--- src/rtl/fuse_rd_pkg.sv ---
package fuse_rd_pkg;
  // register byte offsets
  localparam int unsigned OFS_GCTL = 'h00;
  localparam int unsigned OFS_RDAT = 'h04;
  localparam int unsigned OFS_WDAT = 'h08;
  localparam int unsigned OFS_IDX  = 'h0C;
  localparam int unsigned OFS_MODE = 'h10;
  localparam int unsigned OFS_STAT = 'h14;

  // mode control pulse bits
  localparam int unsigned MODE_PGM = 0;
  localparam int unsigned MODE_RD  = 1;
  localparam int unsigned MODE_CLR = 2;

  // status bits
  localparam int unsigned ST_PGM   = 0;
  localparam int unsigned ST_RBUSY = 1;
  localparam int unsigned ST_STBY  = 2;
  localparam int unsigned ST_PROT  = 3;
  localparam int unsigned ST_DONE  = 4;

  typedef enum logic [1:0] {
    RD_IDLE = 2'd0,
    RD_REQ  = 2'd1,
    RD_WAIT = 2'd2
  } rd_state_e;
endpackage

--- src/rtl/fuse_reg_file.sv ---
module fuse_reg_file
  import fuse_rd_pkg::*;
#(
  parameter int ADDR_W = 5,
  parameter int DATA_W = 32,
  parameter int IDX_W  = 5
) (
  input  logic              clk,
  input  logic              rst_n,
  input  logic              mod_en,
  input  logic [ADDR_W-1:0] bus_addr,
  input  logic              bus_we,
  input  logic [DATA_W-1:0] bus_wdata,
  output logic [IDX_W-1:0]  idx_q,
  output logic [DATA_W-1:0] wdat_q,
  output logic              rd_pulse,
  output logic              clr_pulse
);
  logic hit_idx, hit_wdat, hit_mode;

  always_comb begin
    hit_idx  = bus_we && (bus_addr == ADDR_W'(OFS_IDX));
    hit_wdat = bus_we && (bus_addr == ADDR_W'(OFS_WDAT));
    hit_mode = bus_we && (bus_addr == ADDR_W'(OFS_MODE)) && mod_en;
  end

  // mode control is write-only: each set bit is a one-cycle pulse.
  // The program-start bit is decoded nowhere and therefore discarded.
  always_comb begin
    rd_pulse  = hit_mode && bus_wdata[MODE_RD];
    clr_pulse = hit_mode && bus_wdata[MODE_CLR];
  end

  always_ff @(posedge clk) begin
    if (!rst_n) begin
      idx_q  <= '0;
      wdat_q <= '0;
    end else begin
      if (hit_idx)  idx_q  <= bus_wdata[IDX_W-1:0];
      if (hit_wdat) wdat_q <= bus_wdata;
    end
  end
endmodule

--- src/rtl/fuse_rd_fsm.sv ---
module fuse_rd_fsm
  import fuse_rd_pkg::*;
#(
  parameter int IDX_W = 5,
  parameter int BLK_W = 16
) (
  input  logic             clk,
  input  logic             rst_n,
  input  logic             mod_en,
  input  logic             rd_pulse,
  input  logic             clr_pulse,
  input  logic [IDX_W-1:0] idx_in,
  output logic             req_valid,
  input  logic             req_ready,
  output logic [IDX_W-1:0] req_idx,
  input  logic             rsp_valid,
  input  logic [BLK_W-1:0] rsp_data,
  output logic             busy,
  output logic             standby,
  output logic             done,
  output logic [BLK_W-1:0] blk
);
  rd_state_e        state_q;
  logic [IDX_W-1:0] req_idx_q;
  logic [BLK_W-1:0] blk_q;
  logic             done_q;
  logic             rsp_take;

  always_comb rsp_take = mod_en && (state_q == RD_WAIT) && rsp_valid;

  always_ff @(posedge clk) begin
    if (!rst_n) begin
      state_q   <= RD_IDLE;
      req_idx_q <= '0;
      blk_q     <= '0;
    end else if (!mod_en) begin
      state_q <= RD_IDLE;
    end else begin
      unique case (state_q)
        RD_IDLE: if (rd_pulse) begin
          req_idx_q <= idx_in;
          state_q   <= RD_REQ;
        end
        RD_REQ:  if (req_ready) state_q <= RD_WAIT;
        RD_WAIT: if (rsp_valid) begin
          blk_q   <= rsp_data;
          state_q <= RD_IDLE;
        end
        default: state_q <= RD_IDLE;
      endcase
    end
  end

  // sticky completion flag: set by an accepted response, cleared only by pulse
  always_ff @(posedge clk) begin
    if (!rst_n)         done_q <= 1'b0;
    else if (rsp_take)  done_q <= 1'b1;
    else if (clr_pulse) done_q <= 1'b0;
  end

  always_comb begin
    req_valid = mod_en && (state_q == RD_REQ);
    req_idx   = req_idx_q;
    busy      = (state_q != RD_IDLE);
    standby   = mod_en && (state_q == RD_IDLE);
    done      = done_q;
    blk       = blk_q;
  end


  req_hold_chk: assert property (@(posedge clk) disable iff (!rst_n)
    req_valid && !req_ready |=> !mod_en || (req_valid && $stable(req_idx)));


  done_sticky_chk: assert property (@(posedge clk) disable iff (!rst_n)
    done_q && !clr_pulse |=> done_q);


  done_src_chk: assert property (@(posedge clk) disable iff (!rst_n)
    $rose(done_q) |-> $past(rsp_valid));


  start_ignore_chk: assert property (@(posedge clk) disable iff (!rst_n)
    rd_pulse && !standby |=> $stable(req_idx_q));


  dis_idle_chk: assert property (@(posedge clk) disable iff (!rst_n)
    $fell(mod_en) |=> !busy && !req_valid);
endmodule

--- src/rtl/fuse_rd_ctrl.sv ---
module fuse_rd_ctrl
  import fuse_rd_pkg::*;
#(
  parameter int ADDR_W = 5,
  parameter int DATA_W = 32,
  parameter int BLOCKS = 32,
  parameter int BLK_W  = 16
) (
  input  logic                       clk,
  input  logic                       rst_n,
  input  logic                       mod_en,
  input  logic [ADDR_W-1:0]          bus_addr,
  input  logic                       bus_we,
  input  logic [DATA_W-1:0]          bus_wdata,
  output logic [DATA_W-1:0]          bus_rdata,
  output logic                       fz_req_valid,
  input  logic                       fz_req_ready,
  output logic [$clog2(BLOCKS)-1:0]  fz_req_idx,
  input  logic                       fz_rsp_valid,
  input  logic [BLK_W-1:0]           fz_rsp_data
);
  localparam int IDX_W = $clog2(BLOCKS);

  logic [IDX_W-1:0]  idx_q;
  logic [DATA_W-1:0] wdat_q;
  logic              rd_pulse, clr_pulse;
  logic              busy, standby, done;
  logic [BLK_W-1:0]  blk;
  logic [DATA_W-1:0] status;

  fuse_reg_file #(.ADDR_W(ADDR_W), .DATA_W(DATA_W), .IDX_W(IDX_W)) u_regs (
    .clk, .rst_n, .mod_en, .bus_addr, .bus_we, .bus_wdata,
    .idx_q, .wdat_q, .rd_pulse, .clr_pulse
  );

  fuse_rd_fsm #(.IDX_W(IDX_W), .BLK_W(BLK_W)) u_fsm (
    .clk, .rst_n, .mod_en, .rd_pulse, .clr_pulse, .idx_in(idx_q),
    .req_valid(fz_req_valid), .req_ready(fz_req_ready), .req_idx(fz_req_idx),
    .rsp_valid(fz_rsp_valid), .rsp_data(fz_rsp_data),
    .busy, .standby, .done, .blk
  );

  always_comb begin
    status           = '0;
    status[ST_PGM]   = 1'b0;
    status[ST_RBUSY] = busy;
    status[ST_STBY]  = standby;
    status[ST_PROT]  = 1'b1;
    status[ST_DONE]  = done;
  end

  always_comb begin
    unique case (bus_addr)
      ADDR_W'(OFS_RDAT): bus_rdata = DATA_W'(blk);
      ADDR_W'(OFS_WDAT): bus_rdata = wdat_q;
      ADDR_W'(OFS_IDX):  bus_rdata = DATA_W'(idx_q);
      ADDR_W'(OFS_STAT): bus_rdata = status;
      default:           bus_rdata = '0;
    endcase
  end


  busy_stby_chk: assert property (@(posedge clk) disable iff (!rst_n)
    !(status[ST_RBUSY] && status[ST_STBY]));


  pgm_idle_chk: assert property (@(posedge clk) disable iff (!rst_n)
    !status[ST_PGM] && status[ST_PROT]);
endmodule

--- config.mk ---
export PLATFORM = sky130hd
export DESIGN_NAME = fuse_rd_ctrl
export DESIGN_NICKNAME = d
export VERILOG_FILES = /design/src/rtl/fuse_rd_pkg.sv /design/src/rtl/fuse_reg_file.sv /design/src/rtl/fuse_rd_fsm.sv /design/src/rtl/fuse_rd_ctrl.sv
export SDC_FILE = /design/constraint.sdc
export NUM_CORES = 1
export LEC_CHECK = 0
export ABC_AREA = 0
export CELL_PAD_IN_SITES_DETAIL_PLACEMENT = 0
export CELL_PAD_IN_SITES_GLOBAL_PLACEMENT = 2
export CORE_UTILIZATION = 29
export CTS_BUF_LIST = sky130_fd_sc_hd__clkbuf_4 sky130_fd_sc_hd__clkbuf_8
export CTS_CLUSTER_SIZE = 28
export DETAILED_ROUTE_END_ITERATION = 7
export PLACE_DENSITY_LB_ADDON = 0.1
export SETUP_SLACK_MARGIN = 0.3
export SYNTH_ARGS = -nofsm -noshare
export SYNTH_HDL_FRONTEND = slang
export SYNTH_SLANG_ARGS = --single-unit
--- constraint.sdc ---
create_clock -name clk -period 3.8 [get_ports clk]
set_clock_uncertainty 0.15 [all_clocks]
set_input_delay 0.57 -clock clk [delete_from_list [all_inputs] [get_ports clk]]
set_output_delay 0.57 -clock clk [all_outputs]
set_load 0.05 [all_outputs]
==> results.yml <==
run_status:
  status: "finished clean"
routing:
  finalWirelength_um: 7330
  first_iter_violations: 60
  drc_errors: 0
  wl_per_cell_um: 13.5
  ant_nets: 0
  first_pass_iters: 4
  vias: 2444
  vias_per_cell: 4.51
worst_setup_path:
  max_stage_delay_ns: 0.52
  cp_max_fo: 16
  arrival_ns: 2.44
  cp-start-kind: "primary input"
  path_cells: "clkdlybuf4s50_1, nor4b_4, and2b_1, buf_4, a221o_1, buf_12"
  critPathRequiredTime_ns: 3.08
  rr_worst_depth: 3
  critPathKind: "in2out"
  end_kind: "output port"
  critPathSlowestCell: "nor4b_4"
sta:
  period_minus_slack_ns: 3.16
  finalHoldViolations: 0
  setup_tns_ns: 0
  fin_crit_sh: 0.832
  rsz0062_at_grt: "no"
  setup_violations: 0
  slew-limit-headroom: 0.486
  worstMarginPinSlew_ns: 0.771
  slew_violations: 0
  max_freq_mhz: 316
yosys:
  synthDistinctLibCells: 35
  yosys.area.top_type: "dfxtp_1"
  synth_area_leaders: "dfxtp_1 (43%), mux2i_1 (15%), nand2_1 (14%)"
  synth_top_area_frac: 0.433
  synthCells: 318
  ys_seq_elements: 61
  syn_area_per_cell_um2: 8.86
  yosysWarnings: 0
  synth_seq_area_share: 0.433
  synth_fp_nets: 377
  synth.cell_area_um2: 2820
clock_tree:
  cts-hold-fix-buffers: 0
  cts_root_buf: "clkbuf_8"
  ctsResizeCount: 0
  ctsLongestPathBuffers: 2
  post_cts_buffers: 0
  htreeDepth: 3
  cts_made_buffers: 9
  cts.sinks: 61
  clkSlewWorstSetupHoldPaths_ns: 0.06
  worstSkewPairLatency_ns: 0.34
  cts_tree: "yes"
global_route:
  grt_pass1_wl_um: 11600
  grt_pass1_vias: 2277
  antenna_found_initial: 0
  grt_max_degree: 50
  overflow: 0
  grt.total_usage: 0.152
placement:
  port_buffers: 96
  dp_cells: 527
  dp_hpwl_um: 5080
  routabilityCongestion: 0.759
layout:
  nets: 468
  drive_gt1_frac: 0.140
  area_growth_pct: 55.9
  stdcell_count: 542
  diodes: 0
pwr:
  power_density_nw_per_um2: 301
  peakVddDrop_v: 0.000135
  p_leak_nw: 1.70
  power.total_mw: 1.32
die:
  core-area_um2: 9330
  ios: 97
  die_area_um2: 10100
  dieHeight_um: 101
  die-width_um: 101
  start_util: 0.302
  num_rows: 35
min_path:
  holdPathStages: 2
  hold_class: "reg2reg"
flow_run:
  cap_violations: 0
[stage by stage]
step                      setup WS [ns]  utilization  hold WS [ns]  area (µm²)
final                             0.640        0.471         0.304        4390
after global routing              0.501        0.471         0.328        4390
after CTS                         0.629        0.471         0.307        4390
after detailed placement          0.644        0.451         0.297        4210
after global placement            0.687        0.451         0.288        4210
after floorplan                    1.23            -         0.280        2820
[cells by family (layout without fill, tap and decap cells)]
group | Yosys count | count (layout) | share of synthesized area
simple gates | 155 | 155 | 0.269
flops | 61 | 61 | 0.433
mux | 42 | 42 | 0.149
buf+inv | 23 | 118 | 0.0431
compound gates | 37 | 37 | 0.106
[flip-flops by register name, summed over array words and instances, names as in the netlist]
register,cells
u_regs.wdat_q,32
u_fsm.req_idx,5
u_fsm.done,1
u_regs.idx_q,5
u_fsm.blk,16
u_fsm.state_q,2
[placed cells by master (no fill, tap or decap), types with 2 or more instances in the layout]
cell,instances
a2111o_1,3
a21boi_0,16
a21oi_1,2
a22o_1,11
and2_1,17
and3_1,7
and3b_1,4
buf_12,33
buf_4,5
clkbuf_4,2
clkbuf_8,9
clkdlybuf4s50_1,63
clkinv_2,2
dfxtp_1,61
mux2i_1,42
nand2_1,107
nand2b_1,2
nor2_1,3
nor4bb_1,2
[cells in the mapped netlist]
cell type    n
buf_2        4
nand2b_1     2
a22o_1      11
a21oi_1      2
and4_1       1
mux2i_1     42
a21boi_0    16
dfxtp_1     61
nor4bb_1     2
buf_6        3
o21a_1       1
and3_1       7
a2111o_1     3
and2b_1      1
and3b_1      5
nor4b_4      1
nand4b_1     1
nor4b_1      1
inv_1        1
nor3b_1      1
nor2_1       3
and4b_1      1
a211o_1      1
nand4_1      1
nand3_1      1
clkbuf_1    13
buf_4        2
and4bb_2     1
and2_1      17
nand2_1    107
nor2b_1      1
o21ai_0      1
nor4_2       1
a221o_1      1
a31oi_1      1
[where the power goes]
| group | switching (mW) | leakage (nW) | internal (mW) |
|---|---|---|---|
| sequential | 0.00148 | 0.491 | 0.642 |
| clock | 0.251 | 0.100 | 0.314 |
| combinational | 0.0454 | 1.11 | 0.0694 |
[worst paths after layout]
kind                startpoint  slack [ns]           endpoint
max                bus_addr[1]        0.64       bus_rdata[0]
min          u_regs.wdat_q[31]        0.30  u_regs.wdat_q[31]
max reg2reg   u_fsm.state_q[0]        2.12   u_fsm.req_idx[4]
min reg2reg  u_regs.wdat_q[31]        0.30  u_regs.wdat_q[31]
[routing by layer]
| metal | part of all wire | track usage | up-vias | routed length (µm) |
|---|---|---|---|---|
| met2 | 0.46 | 0.242 | 62 | 3380 |
| met3 | 0.044 | 0.0423 | 7 | 325 |
| met5 | 0 | 0 | - | 0 |
| met4 | 0.012 | 0.0535 | 0 | 87 |
| li1 | - | - | 1258 | - |
| met1 | 0.48 | 0.197 | 1117 | 3540 |
[cell type report]
class                   count  area, µm²
flip-flops and latches     61       1220
inverters                   1       3.75
repair buffers            102       1330
clock inverters             4       48.8
clock buffers              11        139
well taps                 129        161
fillers                   919       4930
multi-input cells         234       1490
[critical path: cells and delay by family]
| family | cells | cell delay [ns] |
|---|---|---|
| compound gates | 1 | 0.24 |
| buf+inv | 3 | 0.89 |
| simple gates | 2 | 0.73 |
No activity file was read; power rests on OpenSTA's default activity.
